[config.mk]
export PLATFORM = sky130hd
export DESIGN_NAME = pm_turnoff_agg
export DESIGN_NICKNAME = d
export VERILOG_FILES = /design/src/rtl/pm_agg_pkg.sv /design/src/rtl/pm_port_slot.sv /design/src/rtl/pm_seq_ctrl.sv /design/src/rtl/pm_turnoff_agg.sv
export SDC_FILE = /design/constraint.sdc
export NUM_CORES = 1
export LEC_CHECK = 0
export ABC_CLOCK_PERIOD_IN_PS = 2790
export BUFFER_PORTS_ARGS = -buffer_cell sky130_fd_sc_hd__buf_4
export CAP_MARGIN = 40
export CORE_MARGIN = 2
export CORE_UTILIZATION = 35
export DETAILED_ROUTE_END_ITERATION = 12
export MAX_ROUTING_LAYER = met4
export PLACE_DENSITY_LB_ADDON = 0.1
export SETUP_SLACK_MARGIN = 0.02
export SKIP_CTS_REPAIR_TIMING = 1
export SYNTH_ARGS = -nofsm -noshare
export SYNTH_HDL_FRONTEND = slang
export SYNTH_HIERARCHICAL = 1
export SYNTH_SLANG_ARGS = --single-unit
[constraint.sdc]
create_clock -name clk -period 2.79 [get_ports clk]
set_clock_uncertainty 0.2 [all_clocks]
set_input_delay 0.279 -clock clk [delete_from_list [all_inputs] [get_ports clk]]
set_output_delay 0.279 -clock clk [all_outputs]
set_load 0.02 [all_outputs]
[src/rtl/pm_agg_pkg.sv]
package pm_agg_pkg;

  // Sequence phases of the power-off aggregation
  typedef enum logic [1:0] {
    SEQ_IDLE = 2'd0,
    SEQ_WAIT = 2'd1,
    SEQ_DONE = 2'd2
  } seq_st_t;

endpackage

[src/rtl/pm_port_slot.sv]
// One downstream port: latched membership, countdown timer, link state.
module pm_port_slot #(
  parameter int TMO_W = 16
) (
  input  logic             clk,
  input  logic             rst,
  input  logic             clr,
  input  logic             start,
  input  logic             arm,
  input  logic [TMO_W-1:0] tmo,
  input  logic             ack,
  output logic             pend_o,
  output logic             pend_nxt_o,
  output logic             link_rdy_o
);

  logic [TMO_W-1:0] cnt_q;
  logic             pend_q;
  logic             link_q;
  logic             expired;
  logic             resolve;

  assign expired = (cnt_q == '0);
  // An ack and an expiry in the same cycle collapse into one resolve
  assign resolve = pend_q & (ack | expired);

  always_ff @(posedge clk) begin
    if (rst || clr) begin
      pend_q <= 1'b0;
      cnt_q  <= '0;
      link_q <= 1'b0;
    end else if (start) begin
      pend_q <= arm;
      cnt_q  <= tmo;
      link_q <= 1'b0;
    end else if (pend_q) begin
      if (resolve) begin
        pend_q <= 1'b0;
        link_q <= 1'b1;
      end else begin
        cnt_q <= cnt_q - 1'b1;
      end
    end
  end

  assign pend_o     = pend_q;
  assign pend_nxt_o = pend_q & ~resolve;
  assign link_rdy_o = link_q;

endmodule

[src/rtl/pm_seq_ctrl.sv]
// Sequence control: accepts the request, drives broadcast, upstream ack,
// upstream link state and wake-event enable.
module pm_seq_ctrl
  import pm_agg_pkg::*;
#(
  parameter int NPORTS = 8
) (
  input  logic              clk,
  input  logic              rst,
  input  logic              clr,
  input  logic              req,
  input  logic [NPORTS-1:0] active,
  input  logic              all_clear,
  output logic              start_o,
  output logic [NPORTS-1:0] bcast_o,
  output logic              up_ack_o,
  output logic              up_link_o,
  output logic              wake_o
);

  seq_st_t st_q;

  assign start_o = (st_q == SEQ_IDLE) && req && !clr;

  always_ff @(posedge clk) begin
    if (rst) begin
      st_q      <= SEQ_IDLE;
      bcast_o   <= '0;
      up_ack_o  <= 1'b0;
      up_link_o <= 1'b0;
      wake_o    <= 1'b1;
    end else begin
      bcast_o  <= '0;
      up_ack_o <= 1'b0;
      if (clr) begin
        st_q      <= SEQ_IDLE;
        up_link_o <= 1'b0;
        wake_o    <= 1'b1;
      end else begin
        unique case (st_q)
          SEQ_IDLE: begin
            if (req) begin
              st_q    <= SEQ_WAIT;
              bcast_o <= active;
              wake_o  <= 1'b0;
            end
          end
          SEQ_WAIT: begin
            if (all_clear) begin
              st_q      <= SEQ_DONE;
              up_ack_o  <= 1'b1;
              up_link_o <= 1'b1;
              wake_o    <= 1'b1;
            end
          end
          SEQ_DONE: st_q <= SEQ_DONE;
          default:  st_q <= SEQ_IDLE;
        endcase
      end
    end
  end

endmodule

[src/rtl/pm_turnoff_agg.sv]
module pm_turnoff_agg #(
  parameter int NPORTS = 8,
  parameter int TMO_W  = 16
) (
  input  logic                    clk,
  input  logic                    rst,
  input  logic                    off_req_i,
  input  logic [NPORTS-1:0]       dn_ack_i,
  input  logic [NPORTS-1:0]       port_active_i,
  input  logic [NPORTS*TMO_W-1:0] tmo_val_i,
  input  logic                    dev_uninit_i,
  output logic [NPORTS-1:0]       dn_bcast_o,
  output logic                    up_ack_o,
  output logic                    up_link_rdy_o,
  output logic [NPORTS-1:0]       dn_link_rdy_o,
  output logic                    wake_msg_en_o
);

  localparam int TOT_W = NPORTS * TMO_W;

  logic              start;
  logic [NPORTS-1:0] pend;
  logic [NPORTS-1:0] pend_nxt;
  logic              all_clear;

  assign all_clear = ~|pend_nxt;

  pm_seq_ctrl #(.NPORTS(NPORTS)) u_ctrl (
    .clk       (clk),
    .rst       (rst),
    .clr       (dev_uninit_i),
    .req       (off_req_i),
    .active    (port_active_i),
    .all_clear (all_clear),
    .start_o   (start),
    .bcast_o   (dn_bcast_o),
    .up_ack_o  (up_ack_o),
    .up_link_o (up_link_rdy_o),
    .wake_o    (wake_msg_en_o)
  );

  for (genvar gi = 0; gi < NPORTS; gi++) begin : g_port
    logic [TMO_W-1:0] tmo_slice;
    assign tmo_slice = tmo_val_i[gi*TMO_W +: TMO_W];

    pm_port_slot #(.TMO_W(TMO_W)) u_slot (
      .clk        (clk),
      .rst        (rst),
      .clr        (dev_uninit_i),
      .start      (start),
      .arm        (port_active_i[gi]),
      .tmo        (tmo_slice),
      .ack        (dn_ack_i[gi]),
      .pend_o     (pend[gi]),
      .pend_nxt_o (pend_nxt[gi]),
      .link_rdy_o (dn_link_rdy_o[gi])
    );
  end

  logic unused_tot;
  assign unused_tot = (TOT_W == 0) & |pend;

endmodule

==> Word-level counts from Yosys, hierarchy flattened <==
Index checks and enable logic that the tools add are counted.
{ "classes": {"n_eq_ne": 12, "addsub": 8, "bitwise": 36, "n_reduce_logical": 46, "n_mux": 55} }
{ "op_table": {"columns": ["op", "count"], "rows": [
  ["16-bit 2-to-1 mux", 24],
  ["16-bit logical NOT", 8],
  ["16-bit by 1-bit subtractor with 16-bit output (second input constant)", 8],
  ["2-bit AND reduction", 18],
  ["1-bit 2-to-1 mux", 27],
  ["2-bit != test (second input constant)", 9],
  ["2-bit nonzero test", 9],
  ["1-bit bitwise AND", 16],
  ["1-bit NOT", 12],
  ["1-bit bitwise OR", 8],
  ["8-bit OR reduction", 1],
  ["2-bit one-hot mux with 3 select lines", 1],
  ["2-bit 2-to-1 mux", 2],
  ["2-bit OR reduction", 2],
  ["4-bit OR reduction", 1],
  ["3-bit AND reduction", 1],
  ["3-bit OR reduction", 1],
  ["2-bit by 1-bit equality test with 1-bit output (second input constant)", 1],
  ["2-bit equality test (second input constant)", 1],
  ["1-bit logical AND", 2],
  ["2-bit logical NOT", 1],
  ["2-bit by 1-bit != test with 1-bit output (second input constant)", 1],
  ["1-bit one-hot mux with 2 select lines", 1],
  ["1-bit logical NOT", 1],
  ["1-bit logical OR", 1]
]} }
{ "word_totals": {"reg_bits": 157, "wordCells": 186, "input_bits": 148} }

==> Depth between registers and ports, before layout <==
Gate-level depths: netlist of run 1.
{ "logic_depth": {"word_depth": 8, "ltp_mapped": 9, "depth_no_buf": 9} }

==> Modules after synthesis <==
Netlist of run 1, hierarchy kept.
{ "by_module_without_submodules": {"columns": ["module", "seq_area_each_um2", "area_each_um2", "cells_per_inst", "instances"], "rows": [
  ["pm_port_slot at g_port[0].u_slot ...", 360.3, 1023.5, 123, 5],
  ["pm_port_slot at g_port[5].u_slot ...", 360.3, 1062.3, 121, 3],
  ["pm_seq_ctrl", 260.2, 484.2, 46, 1],
  ["pm_turnoff_agg", 0.0, 18.8, 3, 1]
]} }

==> Least setup slack after synthesis of run 1 <==
OpenSTA, ideal clock, no wires.
{ "synth_timing": {"path_kind": "register to register", "from": "register u_ctrl.st_q[1]", "to": "register g_port[2].u_slot.cnt_q[0]", "slack_ns": -0.191, "path_stages_with_launch": 8, "t_required_ns": 2.475, "t_arrival_ns": 2.667, "cell_sequence": "dfxtp_1 inv_1 ha_1 nand2_1 nor2_1 inv_1 dlygate4sd1_1 a2111oi_0"} }
{ "synth_between": {"elab_chain_cells": 5, "word_cells_on_any_way": 7, "classes_between": "eq/ne: 1; mux: 1; reduce/logical: 5"} }
{ "synth_lines": {"columns": ["element", "line_no", "text"], "rows": [
  ["start, declared", "pm_seq_ctrl.sv:21", "seq_st_t st_q;"],
  ["start signal, assigned", "pm_seq_ctrl.sv:27", "st_q <= SEQ_IDLE;"],
  ["start signal, assigned", "pm_seq_ctrl.sv:36", "st_q <= SEQ_IDLE;"],
  ["start signal, assigned", "pm_seq_ctrl.sv:43", "st_q <= SEQ_WAIT;"],
  ["2-bit logical NOT *", "pm_seq_ctrl.sv:23", "assign start_o = (st_q == SEQ_IDLE) && req && !clr;"],
  ["1-bit logical AND * (2 in a row)", "pm_seq_ctrl.sv:23", null],
  ["net start", "pm_turnoff_agg.sv:21", "logic start;"],
  ["2-bit != test (no source line) or 2-bit nonzero test (tied branches)", null, null],
  ["2-bit AND reduction (no source line)", null, null],
  ["end signal, assigned", "pm_port_slot.sv:34", "cnt_q <= tmo;"],
  ["end signal, assigned", "pm_port_slot.sv:41", "cnt_q <= cnt_q - 1'b1;"],
  ["end, declared", "pm_port_slot.sv:17", "logic [TMO_W-1:0] cnt_q;"]
]} }
The timed path passes the listed nets; every way through them passes the cells marked *.
A chain may end at the register's enable or synchronous reset.

==> Worst setup path in the final report of run 1 <==
{ "layout_timing": {"from": "register g_port[0].u_slot.cnt_q[0]", "to": "register u_ctrl.st_q[0]"} }
{ "layout_between": {"elab_chain_cells": 8} }
{ "layout_lines": {"columns": ["element", "line_no", "text"], "rows": [
  ["start, declared", "pm_port_slot.sv:17", null],
  ["start signal, assigned", "pm_port_slot.sv:34", null],
  ["start signal, assigned", "pm_port_slot.sv:41", null],
  ["16-bit logical NOT", "pm_port_slot.sv:23", "assign expired = (cnt_q == '0);"],
  ["1-bit bitwise OR", "pm_port_slot.sv:25", "assign resolve = pend_q & (ack | expired);"],
  ["1-bit bitwise AND", "pm_port_slot.sv:25", null],
  ["1-bit NOT", "pm_port_slot.sv:47", "assign pend_nxt_o = pend_q & ~resolve;"],
  ["1-bit bitwise AND", "pm_port_slot.sv:47", null],
  ["net pend_nxt[0]", "pm_turnoff_agg.sv:23", "logic [NPORTS-1:0] pend_nxt;"],
  ["8-bit OR reduction", "pm_turnoff_agg.sv:26", "assign all_clear = ~|pend_nxt;"],
  ["2-bit != test (no source line)", null, null],
  ["2-bit AND reduction (no source line)", null, null]
]} }
The timed path passes the listed nets, and every way through them passes these cells.

==> results, run 1 <==
- The synthesized design spends more area on one cell type than any other, namely sky130_fd_sc_hd__dfxtp_1.
- The post-route fraction of the period consumed by the critical path is 0.940.
- For this run, the post-layout net count is 1,492.
- The critical path goes through inv_1 -> ha_1 -> or3b_2 -> nor4_4 -> nor2_1 -> or4_4 -> nor2_4 -> o21ai_2 -> mux2i_1.
- The final routed wirelength across all metal layers is 24,800 um.
- The destination of the worst register-to-register timing path is u_ctrl/st_q[0]$_SDFFE_PP0P_.
- For this run, the number of Yosys warnings is 6.
- The power per cell area is 493 nW/um^2.
- The portion of netlist area occupied by mux cells is 0.0199.
- The endpoint required time on the critical path is 2.89 ns.
- For this run, the slowest stage of the critical path takes 0.54 ns.
- Detailed placement finished with a half-perimeter wire length of 17,500 um.
- The largest fanout on the critical path is 4.
- The clock-pin slew on the worst setup and hold paths is 0.06 ns.
- The worst setup path is of the flop to flop kind.
- The number of antenna repair diodes is 0.
- After the flow finishes, the layout carries non-filler instances totaling 1,674.
- Clock tree synthesis found a total of 157 sinks.
- The synthesized instance count is 1,027.
- The design draws 6.12 mW.
- The logic depth of the worst path, buffers included is 9.
- The root buffer cell is sky130_fd_sc_hd__clkbuf_16.
- The cell area after layout is 12,400 sq um.
- On the final layout, the worst hold slack is -0.0592 ns.
- The CTS tree is built.
- The origin of the worst min-delay path is tmo_val_i[31].
- The final reports fail on hold timing.
- The worst hold path was traced through 3 stages.
- The top cell family by delay on the critical path is simple AND/OR/NAND/NOR gates.
- The remaining global-route overflow is 0.
- In this run the standard cell core region covers 25,000 sq um.
- The total negative slack for setup checks is 0 ns.
- The post-synthesis async set-or-reset flop share is 0.
- The beginning of the critical path is g_port[0].u_slot/cnt_q[0]$_SDFFE_PP0P_.
- The maximum vdd ir drop is 0.000345 V.
- The maximum number of buffers from clock root to sink is 2.
- The length of the first detailed-routing pass in iterations is 7.
- Setup repair after global routing left no endpoint under its margin.
- Of the total synthesized cell area, the portion taken by full adders, half adders and majority gates is 0.0170.
- The largest family of logic cells by synthesized area is simple AND/OR/NAND/NOR gates.
- The startpoint type of the worst setup path is a flop.
- Once detail routing completed, the nets flagged for antenna violations numbered 0.
- The worst hold path terminates at g_port[1].u_slot/cnt_q[15]$_SDFFE_PP0P_.
- The flow ran to the end, but the final reports show violations.
- The average instance area after synthesis is 8.58 sq um.
- The y dimension of the die is 163 um.
- In this run, synthesis produced a sequential element count of 157.
- Based on the critical path, the design can be clocked at up to 0.381 GHz.
- The startpoint identified for the worst register-to-register timing path is g_port[0].u_slot/cnt_q[0]$_SDFFE_PP0P_.
- Clock latency on the worst-skew pair, taken at its later pin, is 0.42 ns.
- The register area share after synthesis is 0.357.
- The first-pass GRT wire length is 39,000 um.
- The x dimension of the die is 163 um.
- The slew at the pin closest to its max-slew limit is 0.729 ns.
- The ratio of routed vias to standard cells is 5.08.
- The area growth from synthesis to final layout is 41.1%.
- Across the run, the number of max-cap violations was 0.
- The H-tree generated during clock tree synthesis spans 4 levels.
- The sort of element at the end of the critical path is a flop.
- Across every metal layer, demand over resource in global routing totals 0.189.
- Synthesis produced a netlist with a net count of 1,187.
- The number of primary I/O pins is 167.
- The detailed router placed 8,502 vias in this run.
- The type of the worst min-delay path is input port to flop.
- The worst path in the final design needs a cycle of 2.62 ns, including I/O delays and setup.
- The portion of synthesized cell area occupied by the leading cell type is 0.357.
- The final routed DRC violation total is 0.
- By area the synthesized netlist is led by sky130_fd_sc_hd__dfxtp_1 (36%), sky130_fd_sc_hd__xnor2_1 (10%), sky130_fd_sc_hd__a21oi_1 (7.3%).
- After detailed routing, the average wire length per cell comes to 14.8 um.
- Row generation in the floorplan step produced 58 rows.
- The mapped cell area is 8810 sq um.
- The leading register cell type out of synthesis is sky130_fd_sc_hd__dfxtp_1.
- In this run, CTS created clock tree buffers numbering 17.
- The basic-gate share of the synthesized area counting and, or, nand and nor cells is 0.249.
- The number of antenna violations at the first check in global routing is 0.
- The number of library cell types mapped by synthesis is 48.
- Of the cells placed in the final design, the portion with a size suffix greater than 1 is 0.251.
- The number of buffers inserted by port buffering is 166.
- The largest net degree at the start of global routing is 34.
- The internal reg-to-reg setup slack is 0.17 ns.
- The count of buffering cells on the critical path with inverters included is 1.
- The initial DRC count is 348.
- The number of pins with negative max-slew slack in the final report is 0.
- The final hold violation count is 10.
- The die covers 26,400 sq um.
- For this configuration, the core starts out at a cell density of 0.353.
- Of the total synthesized cell area, the portion taken by XOR and XNOR cells is 0.100.
- The critical path's slowest cell is sky130_fd_sc_hd__or4_4.
- The number of cells in the design after placement is 1,524.
- The placement-stage cell area is 10,600 sq um.
- The number of flops mapped to enable cells by yosys is 0.
- Summed over all cells, the static leakage comes to 4.47 nW.
- In this run the tightest slew margin relative to its limit is 0.512.
- At the worst endpoint, the arrival time is 2.72 ns.
- In the layout the commonest cells are sky130_fd_sc_hd__buf_4 (205), sky130_fd_sc_hd__dfxtp_1 (157), sky130_fd_sc_hd__a21oi_1 (128).
- The library cell used most frequently in the layout, excluding fill and tap cells, is sky130_fd_sc_hd__buf_4.
- The number of global-route vias before repair is 7,767.
- The final weighted congestion of routability-driven global placement is 0.842.
- The area fraction in compound gates after synthesis is 0.217.
- The number of cells traversed by the worst register-to-register path is 9.
- Setup violations remaining at the end of the flow were counted as 0.
[layer usage]
metal / vias up / wire length [um] / GRT usage
li1: 4401 / - / -
met1: 3899 / 12000 / 0.256
met2: 182 / 11400 / 0.290
met3: 20 / 1070 / 0.0362
met4: 0 / 365 / 0.0487
met5: - / 0 / -
[area by class of cell]
cell class | count | area [sq um]
Clock buffer | 21 | 460
Clock inverter | 10 | 164
Fill cell | 2456 | 12500
Inverter | 35 | 135
Multi-Input combinational cell | 795 | 5340
Sequential cell | 157 | 3140
Tap cell | 330 | 413
Timing Repair Buffer | 325 | 2760
Timing Repair inverter | 1 | 7.51
[sequential cells by signal, summed over array words and instances, names as in the netlist]
register                  cells
u_ctrl/st_q                   2
u_ctrl/bcast_o                8
g_port.u_slot/pend_o          8
g_port.u_slot/cnt_q         128
u_ctrl/up_ack_o               1
u_ctrl/wake_o                 1
g_port.u_slot/link_rdy_o      8
u_ctrl/up_link_o              1
[synthesized netlist by cell type, types with 8 or more instances]
master,count
sky130_fd_sc_hd__or4_1,17
sky130_fd_sc_hd__nor4_2,8
sky130_fd_sc_hd__inv_1,35
sky130_fd_sc_hd__buf_2,10
sky130_fd_sc_hd__mux2i_1,13
sky130_fd_sc_hd__nor3_1,58
sky130_fd_sc_hd__a31oi_1,8
sky130_fd_sc_hd__nor2b_1,8
sky130_fd_sc_hd__or3_2,11
sky130_fd_sc_hd__a2111oi_0,13
sky130_fd_sc_hd__nor2_1,58
sky130_fd_sc_hd__ha_1,12
sky130_fd_sc_hd__or4_4,11
sky130_fd_sc_hd__or3_1,16
sky130_fd_sc_hd__nor4b_1,11
sky130_fd_sc_hd__nor4_4,8
sky130_fd_sc_hd__clkbuf_1,17
sky130_fd_sc_hd__dfxtp_1,157
sky130_fd_sc_hd__a21oi_1,128
sky130_fd_sc_hd__nand2_1,26
sky130_fd_sc_hd__xnor2_1,101
sky130_fd_sc_hd__nand2b_1,12
sky130_fd_sc_hd__a211oi_1,39
sky130_fd_sc_hd__nor4_1,18
sky130_fd_sc_hd__dlygate4sd1_1,10
sky130_fd_sc_hd__nand3_1,10
sky130_fd_sc_hd__nor3b_1,10
sky130_fd_sc_hd__and2_1,8
sky130_fd_sc_hd__or2_2,27
sky130_fd_sc_hd__o21ai_0,112
[worst max path at each step]
stage | endpoint
floorplan | u_ctrl/st_q[0]$_SDFFE_PP0P_
global placement | u_ctrl/st_q[1]$_SDFFE_PP0P_
detailed placement | u_ctrl/st_q[0]$_SDFFE_PP0P_
CTS | u_ctrl/st_q[0]$_SDFFE_PP0P_
global route | u_ctrl/wake_o$_SDFFE_PP1P_
finish | u_ctrl/st_q[0]$_SDFFE_PP0P_
[power breakdown]
part           switching [mW]  leakage [nW]  total (mW)  internal, mW
clock                   0.935         0.303        2.48          1.54
combinational           0.611          2.89        1.25         0.637
sequential             0.0785          1.28        2.40          2.32
total                    1.62          4.47        6.12          4.50
[logic make-up (layout without fill, tap and decap cells)]
group / Yosys count / after routing
simple gates: 340 / 340
compound gates: 326 / 326
flops: 157 / 157
xor+xnor: 101 / 101
buf+inv: 75 / 392
mux: 16 / 16
fa+ha+maj: 12 / 12
[per-stage QoR]
step | util | setup slack, ns
6_report | 0.498 | 0.168
5_1_grt | 0.498 | 0.0214
4_1_cts | 0.449 | 0.00932
3_5_place_dp | 0.424 | 0.0116
3_3_place_gp | 0.424 | 0.0755
2_1_floorplan | - | 0.0543
[tightest hold or removal path: cells and delay by family]
kind | cells | cell delay (ns)
buffers and inverters | 1 | 0.08
AOI/OAI and AO/OA | 2 | 0.16
No activity file was read; power rests on OpenSTA's default activity.
==> run 2: changes to the inputs <==
--- a/config.mk
+++ b/config.mk
@@ -5,6 +5,7 @@
 export SDC_FILE = /design/constraint.sdc
 export NUM_CORES = 1
 export LEC_CHECK = 0
+export ABC_AREA = 1
 export ABC_CLOCK_PERIOD_IN_PS = 2790
 export BUFFER_PORTS_ARGS = -buffer_cell sky130_fd_sc_hd__buf_4
 export CAP_MARGIN = 40
==> run 2 against run 1 <==
  * The flow still finishes with violations (hold timing)
  * Register-to-register slack gained 0.23 ns
  * Worst hold slack got worse by 0.0014 ns
  * Synthesized cell count increased by 74%
  * Sequential cell count stayed put
  * Setup slack gained 0.23 ns
  * Critical path depth rose by 6
  * Sequential share of layout area is 2.1 points lower
  * Final area up 9.2%
  * Via count increased by 33%
  * First-iteration DRC count grew 130%
  * Sequential power barely moved
  * Cell count is 43% higher
==> results, run 2 <==
- The run finished, with violations left.
- The final reports fail on hold timing.
- The power per cell area was 503 nW/um^2 (+2.1%).
- Sorting the synthesized cells by area gives the leading types as sky130_fd_sc_hd__dfxtp_1 (28%), sky130_fd_sc_hd__nand2_1 (16%), sky130_fd_sc_hd__nor2_1 (11%).
- The post-synthesis async set-or-reset flop share was 0 (unchanged).
- The commonest cells after synthesis are sky130_fd_sc_hd__nand2_1 (483), sky130_fd_sc_hd__nor2_1 (322), sky130_fd_sc_hd__nand3_1 (179).
- The number of pins with negative max-slew slack in the final report is 0 (unchanged).
- The length of the first detailed-routing pass in iterations is 7 (unchanged).
- The flip-flop and latch area was 3140 sq um (unchanged).
- The number of flip-flops in the largest register is 128 (unchanged).
- The number of H-tree branching levels came to 4 (unchanged).
- The clock-pin slew on the worst setup and hold paths was 0.06 ns (about the same).
- STA classifies the critical path endpoint as a flop.
- The overall via count from detail_route came to 11,300 (+33%).
- The count of final setup violators came to 0 (unchanged).
- The number of maximum-capacitance violations is 0 (unchanged).
- The fmax came to 0.418 GHz (+9.6%).
- The filler cell count in the final layout came to 3,355 (+37%).
- The number of antenna repair diodes is 0 (unchanged).
- The average instance area after synthesis was 6.19 sq um (-28%).
- TritonCTS built the clock tree.
- The maximum number of buffers from clock root to sink is 2 (unchanged).
- The most instantiated library cell after synthesis is sky130_fd_sc_hd__nand2_1.
- The number of flops mapped to enable cells by yosys was 0 (unchanged).
- The final hold violation count came to 21 (+11).
- Setup repair after global routing left no endpoint under its margin.
- The synthesized instance count came to 1,785 (+74%).
- The startpoint type of the worst setup path is a flop.
- The register area share after synthesis is 0.284 (-0.0724).
- The area enclosed by the die boundary was 33,000 sq um (+25%).
- The ratio of routed vias to standard cells is 4.74 (-6.7%).
- The x dimension of the die is 182 um (+12%).
- The post-route minimum period is 2.39 ns (-0.229 ns).
- The largest total area in the synthesized netlist belongs to sky130_fd_sc_hd__dfxtp_1.
- The number of primary I/O pins came to 167 (unchanged).
- In the synthesized netlist the dominant register cell turns out to be sky130_fd_sc_hd__dfxtp_1.
- The routed wire length per instance came to 13.3 um (-11%).
- The number of cells in the design after placement was 2,320 (+52%).
- The half-perimeter wire length after placement came to 23,200 um (+32%).
- The number of non-filler instances in the completed layout is 2,389 (+43%).
- By startpoint and endpoint, the worst setup path is classified as flop to flop.
- The mapped cell area is 11,100 sq um (+25%).
- The largest net degree at the start of global routing was 51 (+50%).
- The portion of synthesized cell area occupied by the leading cell type is 0.284 (-0.0724).
- The number of buffers inserted by port buffering came to 166 (unchanged).
- The final weighted congestion of routability-driven global placement is 0.844 (+0.21%).
- The slew at the pin closest to its max-slew limit is 0.548 ns (-0.181 ns).
- The final routed DRC violation total was 0 (unchanged).
- The path class of the tightest hold or removal check is input port to flop.
- The largest fanout on the critical path is 13 (+9).
- Relative to the synthesized area, the layout overhead comes to 22.8%.
- The maximum vdd ir drop is 0.000441 V (+28%).
- The post-route fraction of the period consumed by the critical path was 0.858 (-0.0820).
- CTS placed an instance of sky130_fd_sc_hd__clkbuf_16 at the clock tree root.
- The number of buffers created by CTS was 17 (unchanged).
- The final antenna-violating net count is 0 (unchanged).
- The number of global-route vias before repair came to 10,800 (+39%).
- The total routing resource utilization after global routing came to 0.201 (+0.0123).
- The area of the core is 31,300 sq um (+25%).
- The remaining global-route overflow is 0 (unchanged).
- The total leakage power is 6.55 nW (+46%).
- The fraction of the core area covered by cells at the end of the flow came to 0.433 (-0.0643).
- The final routed wirelength across all metal layers came to 31,700 um (+28%).
- The top cell types in the final layout, fill and taps aside, are sky130_fd_sc_hd__nand2_1 (483), sky130_fd_sc_hd__nor2_1 (321), sky130_fd_sc_hd__buf_4 (189).
- The starting density of the core is 0.353 (about the same).
- The leading cell type in the layout, fill and taps excluded is sky130_fd_sc_hd__nand2_1.
- The count of standard-cell rows is 65 (+12%).
- The arrival time of data at the critical path endpoint came to 2.53 ns (-0.19 ns).
- The total power draw was 6.83 mW (+12%).
- The synthesized netlist net count is 1,945 (+64%).
- The share of cells above drive strength 1 is 0.197 (-0.0540).
- The post-synthesis sequential element count was 157 (unchanged).
- More flip-flops sit in one register than any other, and that register is g_port.u_slot/cnt_q.
- The number of library cell types mapped by synthesis was 29 (-40%).
- The total negative slack for setup checks is 0 ns (unchanged).
- The latest clock arrival within the worst-skew pair is 0.44 ns (+0.02 ns).
- The net count of the finished layout came to 2,134 (+43%).
- The area used by multi-input combinational logic came to 6800 sq um (+27%).
- The endpoint required time on the critical path was 2.92 ns (+0.03 ns).
- The worst-case headroom to the max-slew limit is 0.634 (+0.122).
- The number of warnings issued by yosys is 6 (unchanged).
- The initial DRC count is 786 (+130%).
- The y dimension of the die came to 182 um (+12%).
- The first-pass GRT wire length is 52,300 um (+34%).
- The worst hold slack across all endpoints came to -0.0605 ns (-0.00137 ns).
- The number of sinks handled by clock tree synthesis is 157 (unchanged).
- The number of antenna violations at the first check in global routing is 0 (unchanged).
==> run 2: power breakdown <==
part,switching [mW],internal (mW)
sequential,0.0932,2.32
combinational,1.16,0.748
clock,1.00,1.50
total,2.26,4.57
==> run 2: stage by stage <==
step,cell area [sq um],setup slack (ns)
after global placement,12600,0.413
after floorplan,11100,0.660
after global routing,13600,0.126
final,13600,0.396
after CTS,13200,0.317
after detailed placement,12600,0.336
==> run 2: path summary, 6_finish.rpt <==
| check | start | to | slack (ns) | depth (start not counted) |
|---|---|---|---|---|
| max | g_port[2].u_slot/cnt_q[0]$_SDFFE_PP0P_ | u_ctrl/st_q[1]$_SDFFE_PP0P_ | 0.40 | 15 |
| min | tmo_val_i[126] | g_port[7].u_slot/cnt_q[14]$_SDFFE_PP0P_ | -0.06 | 5 |
| max reg2reg | g_port[2].u_slot/cnt_q[0]$_SDFFE_PP0P_ | u_ctrl/st_q[1]$_SDFFE_PP0P_ | 0.40 | 15 |
| min reg2reg | u_ctrl/wake_o$_SDFFE_PP1P_ | u_ctrl/wake_o$_SDFFE_PP1P_ | 0.28 | 2 |
==> run 2: layout make-up <==
| type | instances | area share |
|---|---|---|
| Sequential cell | 157 | 0.232 |
| Tap cell | 402 | 0.0371 |
| Clock inverter | 9 | 0.00986 |
| Clock buffer | 23 | 0.0360 |
| Timing Repair Buffer | 226 | 0.132 |
| Inverter | 190 | 0.0525 |
| Multi-Input combinational cell | 1382 | 0.501 |
==> run 2: logic make-up after synthesis <==
logic type / Yosys count / synth area share
xor gates and xnor gates: 33 / 0.0262
DFF: 157 / 0.284
and+or+nand+nor: 1175 / 0.501
buffers and inverters: 246 / 0.101
AOI/OAI and AO/OA: 162 / 0.0745
adders and majority gates: 12 / 0.0136
==> run 2: per-layer routing <==
| layer | track usage | vias to the layer above | wire length [um] |
|---|---|---|---|
| li1 | - | 5999 | - |
| met1 | 0.250 | 5090 | 15200 |
| met2 | 0.339 | 204 | 15100 |
| met3 | 0.0323 | 25 | 1040 |
| met4 | 0.0524 | 0 | 401 |
| met5 | - | - | 0 |
==> run 2: worst max-delay path: stages (launching register included) <==
cell                      delay [ns]
sky130_fd_sc_hd__dfxtp_1        0.34
sky130_fd_sc_hd__inv_1          0.09
sky130_fd_sc_hd__ha_1           0.24
sky130_fd_sc_hd__nand3_4        0.13
sky130_fd_sc_hd__nor2_2         0.17
sky130_fd_sc_hd__nand2_4        0.08
sky130_fd_sc_hd__nand3_4        0.18
sky130_fd_sc_hd__inv_1          0.13
sky130_fd_sc_hd__nor2_1         0.12
sky130_fd_sc_hd__nand2_1        0.06
sky130_fd_sc_hd__nor2_1         0.23
sky130_fd_sc_hd__inv_2          0.06
sky130_fd_sc_hd__nand2_2        0.09
sky130_fd_sc_hd__nand3_1        0.08
sky130_fd_sc_hd__nand2_1        0.06
sky130_fd_sc_hd__nor2_1         0.04
==> run 3: changes to the inputs <==
--- a/config.mk
+++ b/config.mk
@@ -11,6 +11,7 @@
 export CAP_MARGIN = 40
 export CORE_MARGIN = 2
 export CORE_UTILIZATION = 35
+export CTS_BUF_LIST = sky130_fd_sc_hd__clkbuf_4
 export DETAILED_ROUTE_END_ITERATION = 12
 export MAX_ROUTING_LAYER = met4
 export PLACE_DENSITY_LB_ADDON = 0.1
==> run 3 against run 2 <==
  * The flow now finishes without violations
  * Setup slack worse by 0.033 ns
  * Total power is 13% lower
  * Utilization is 2.5 points higher
  * Worst hold slack better by 0.30 ns
  * Via count is 3.8% higher
  * Non-clock buffer count is 110 higher
  * Maximum frequency is 1.4% lower
  * Clock-buffer cell count is 4 lower
==> results, run 3 (synthesized netlist as in run 2, its figures left out) <==
- The switching fraction of total power is 0.362 (+0.0311).
- The final hold violation count was 0 (-100%).
- Among all stages on the critical path, the largest delay is contributed by sky130_fd_sc_hd__nor2_4.
- The most crowded layer after global routing is met2.
- The largest fanout on the critical path is 12 (-1).
- The largest stage delay on the critical path came to 0.37 ns (+0.03 ns).
- The count of buffering cells on the critical path with inverters included was 4 (+1).
- The endpoint required time on the critical path was 3.07 ns (+0.15 ns).
- The sequential cell fraction of total power is 0.406 (+0.053).
- The worst setup path is captured at a flop.
- g_port.u_slot/cnt_q holds more flip-flops than any other register.
- The number of buffers created by CTS was 17 (unchanged).
- The met2 global-route usage is 0.336 (-0.00276).
- The final routed DRC violation total was 0 (unchanged).
- The remaining global-route overflow is 0 (unchanged).
- The total negative slack for setup checks is 0 ns (unchanged).
- The fraction of the core area covered by cells at the end of the flow is 0.458 (+0.0247).
- The worst-case headroom to the max-slew limit is 0.648 (+0.0135).
- The total internal power is 3.80 mW (-17%).
- The length of the first detailed-routing pass in iterations was 5 (-2).
- The relative contribution of the clock network to total power came to 0.252 (-0.115).
- The root buffer cell is sky130_fd_sc_hd__clkbuf_4.
- The final routed wirelength across all metal layers is 32,500 um (+2.7%).
- The area used by multi-input combinational logic is 6800 sq um (unchanged).
- By startpoint and endpoint, the worst setup path is classified as flop to flop.
- The first-pass GRT wire length is 52,000 um (-0.59%).
- The total power draw is 5.95 mW (-13%).
- The number of global-route vias before repair is 10,700 (-0.45%).
- The x dimension of the die is 182 um (unchanged).
- The net count of the finished layout came to 2,244 (+5.2%).
- The total leakage power is 6.86 nW (+4.8%).
- The area of the core was 31,300 sq um (unchanged).
- The post-route minimum period is 2.43 ns (+0.0329 ns).
- The number of H-tree branching levels is 4 (unchanged).
- The flip-flop and latch area was 3140 sq um (unchanged).
- The type of the worst min-delay path is input port to flop.
- The arrival time of data at the critical path endpoint is 2.71 ns (+0.18 ns).
- The overall via count from detail_route came to 11,800 (+3.8%).
- The half-perimeter wire length after placement is 23,200 um (unchanged).
- The power spent charging and discharging nets was 2.15 mW (-4.7%).
- The final weighted congestion of routability-driven global placement came to 0.844 (unchanged).
- The maximum number of buffers from clock root to sink is 2 (unchanged).
- The final antenna-violating net count is 0 (unchanged).
- The leading cell type in the layout, fill and taps excluded is sky130_fd_sc_hd__nand2_1.
- The number of primary I/O pins was 167 (unchanged).
- The clock-pin slew on the worst setup and hold paths came to 0.15 ns (+0.09 ns).
- The count of final setup violators is 0 (unchanged).
- The area growth from synthesis to final layout is 29.8%.
- The fmax was 0.412 GHz (-1.4%).
- The initial DRC count came to 755 (-3.9%).
- The startpoint type of the worst setup path is a flop.
- The ratio of routed vias to standard cells is 4.70 (-0.78%).
- The number of buffers inserted by port buffering is 166 (unchanged).
- The starting density of the core is 0.353 (unchanged).
- The largest net degree at the start of global routing is 51 (unchanged).
- The number of antenna violations at the first check in global routing is 1 (+1).
- Grouping stages by cell kind, the critical path spends the most delay in buffers and inverters.
- The fraction of power consumed by combinational cells is 0.342 (+0.063).
- The routed wire length per instance is 13.0 um (-1.8%).
- The total routing resource utilization after global routing was 0.200 (-0.00146).
- The met1 track utilization from global routing is 0.250 (unchanged).
- The number of pins with negative max-slew slack in the final report came to 0 (unchanged).
- Setup repair after global routing left no endpoint under its margin.
- The filler cell count in the final layout is 3,279 (-2.3%).
- The number of sinks handled by clock tree synthesis was 157 (unchanged).
- The share of cells above drive strength 1 came to 0.186 (-0.0113).
- Traced cell by cell, the critical path runs through inv_1 -> ha_1 -> nand2_1 -> nor2_4 -> inv_1 -> buf_4 -> buf_4 -> nand3_1 -> nand2_1 -> nor2_1 -> nor2_1.
- The latest clock arrival within the worst-skew pair is 0.60 ns (+0.16 ns).
- In the layout the commonest cells are sky130_fd_sc_hd__nand2_1 (483), sky130_fd_sc_hd__nor2_1 (321), sky130_fd_sc_hd__buf_4 (189).
- The maximum vdd ir drop came to 0.000187 V (-58%).
- The flow ran to the end, and the final reports show no timing, DRC or antenna violations.
- TritonCTS built the clock tree.
- The power per cell area is 414 nW/um^2 (-18%).
- The met3 track demand over resource in global routing was 0.0323 (unchanged).
- The y dimension of the die is 182 um (unchanged).
- The number of flip-flops in the largest register came to 128 (unchanged).
- The area enclosed by the die boundary was 33,000 sq um (unchanged).
- The slew at the pin closest to its max-slew limit is 0.528 ns (-0.0202 ns).
- The post-route fraction of the period consumed by the critical path is 0.870 (+0.0118).
- The number of maximum-capacitance violations was 0 (unchanged).
- The count of standard-cell rows is 65 (unchanged).
run 3: final timing paths:
| path | from | end | slack [ns] | cells after the start |
|---|---|---|---|---|
| hold reg to reg | u_ctrl/wake_o$_SDFFE_PP1P_ | u_ctrl/wake_o$_SDFFE_PP1P_ | 0.30 | 2 |
| setup reg to reg | u_ctrl/st_q[1]$_SDFFE_PP0P_ | g_port[2].u_slot/cnt_q[11]$_SDFFE_PP0P_ | 0.36 | 11 |
| hold / removal | port_active_i[3] | u_ctrl/bcast_o[3]$_SDFF_PP0_ | 0.24 | 4 |
| setup / recovery | u_ctrl/st_q[1]$_SDFFE_PP0P_ | g_port[2].u_slot/cnt_q[11]$_SDFFE_PP0P_ | 0.36 | 11 |
run 3: final cells by class:
cell class | count | share of cell area
Tap cell | 402 | 0.0351
Timing Repair Buffer | 336 | 0.201
Clock inverter | 13 | 0.0104
Sequential cell | 157 | 0.219
Antenna cell | 1 | 0.000174
Clock buffer | 19 | 0.00994
Inverter | 190 | 0.0497
Multi-Input combinational cell | 1382 | 0.474
run 3: metal layers:
| metal | up-vias | wire [um] |
|---|---|---|
| met3 | 26 | 941 |
| met4 | 0 | 452 |
| met2 | 204 | 15500 |
| li1 | 6218 | - |
| met1 | 5304 | 15600 |
| met5 | - | 0 |
run 3: metrics by stage:
step	hold WS, ns	area [sq um]	instances	worst slack (ns)
final	0.244	14300	2500	0.363
after global routing	0.190	14300	2500	0.123
after CTS	-0.388	12900	2352	0.317
after detailed placement	0.265	12600	2320	0.336
after global placement	0.266	12600	2320	0.413
after floorplan	0.191	11100	1785	0.660
run 3: power by group through the flow:
stage	Combinational [mW]	Sequential [mW]	Clock, mW
2_1_floorplan	1.40	2.45	0
3_3_place_gp	1.86	2.46	0
3_5_place_dp	1.87	2.46	0
4_1_cts	1.88	2.41	1.59
5_1_grt	2.33	2.43	1.66
6_report	2.03	2.41	1.50
run 3: tightest hold or removal path: stages:
cell	delay (ns)
sky130_fd_sc_hd__dlygate4sd3_1	0.53
sky130_fd_sc_hd__buf_4	0.11
sky130_fd_sc_hd__inv_1	0.03
sky130_fd_sc_hd__nor2_1	0.08
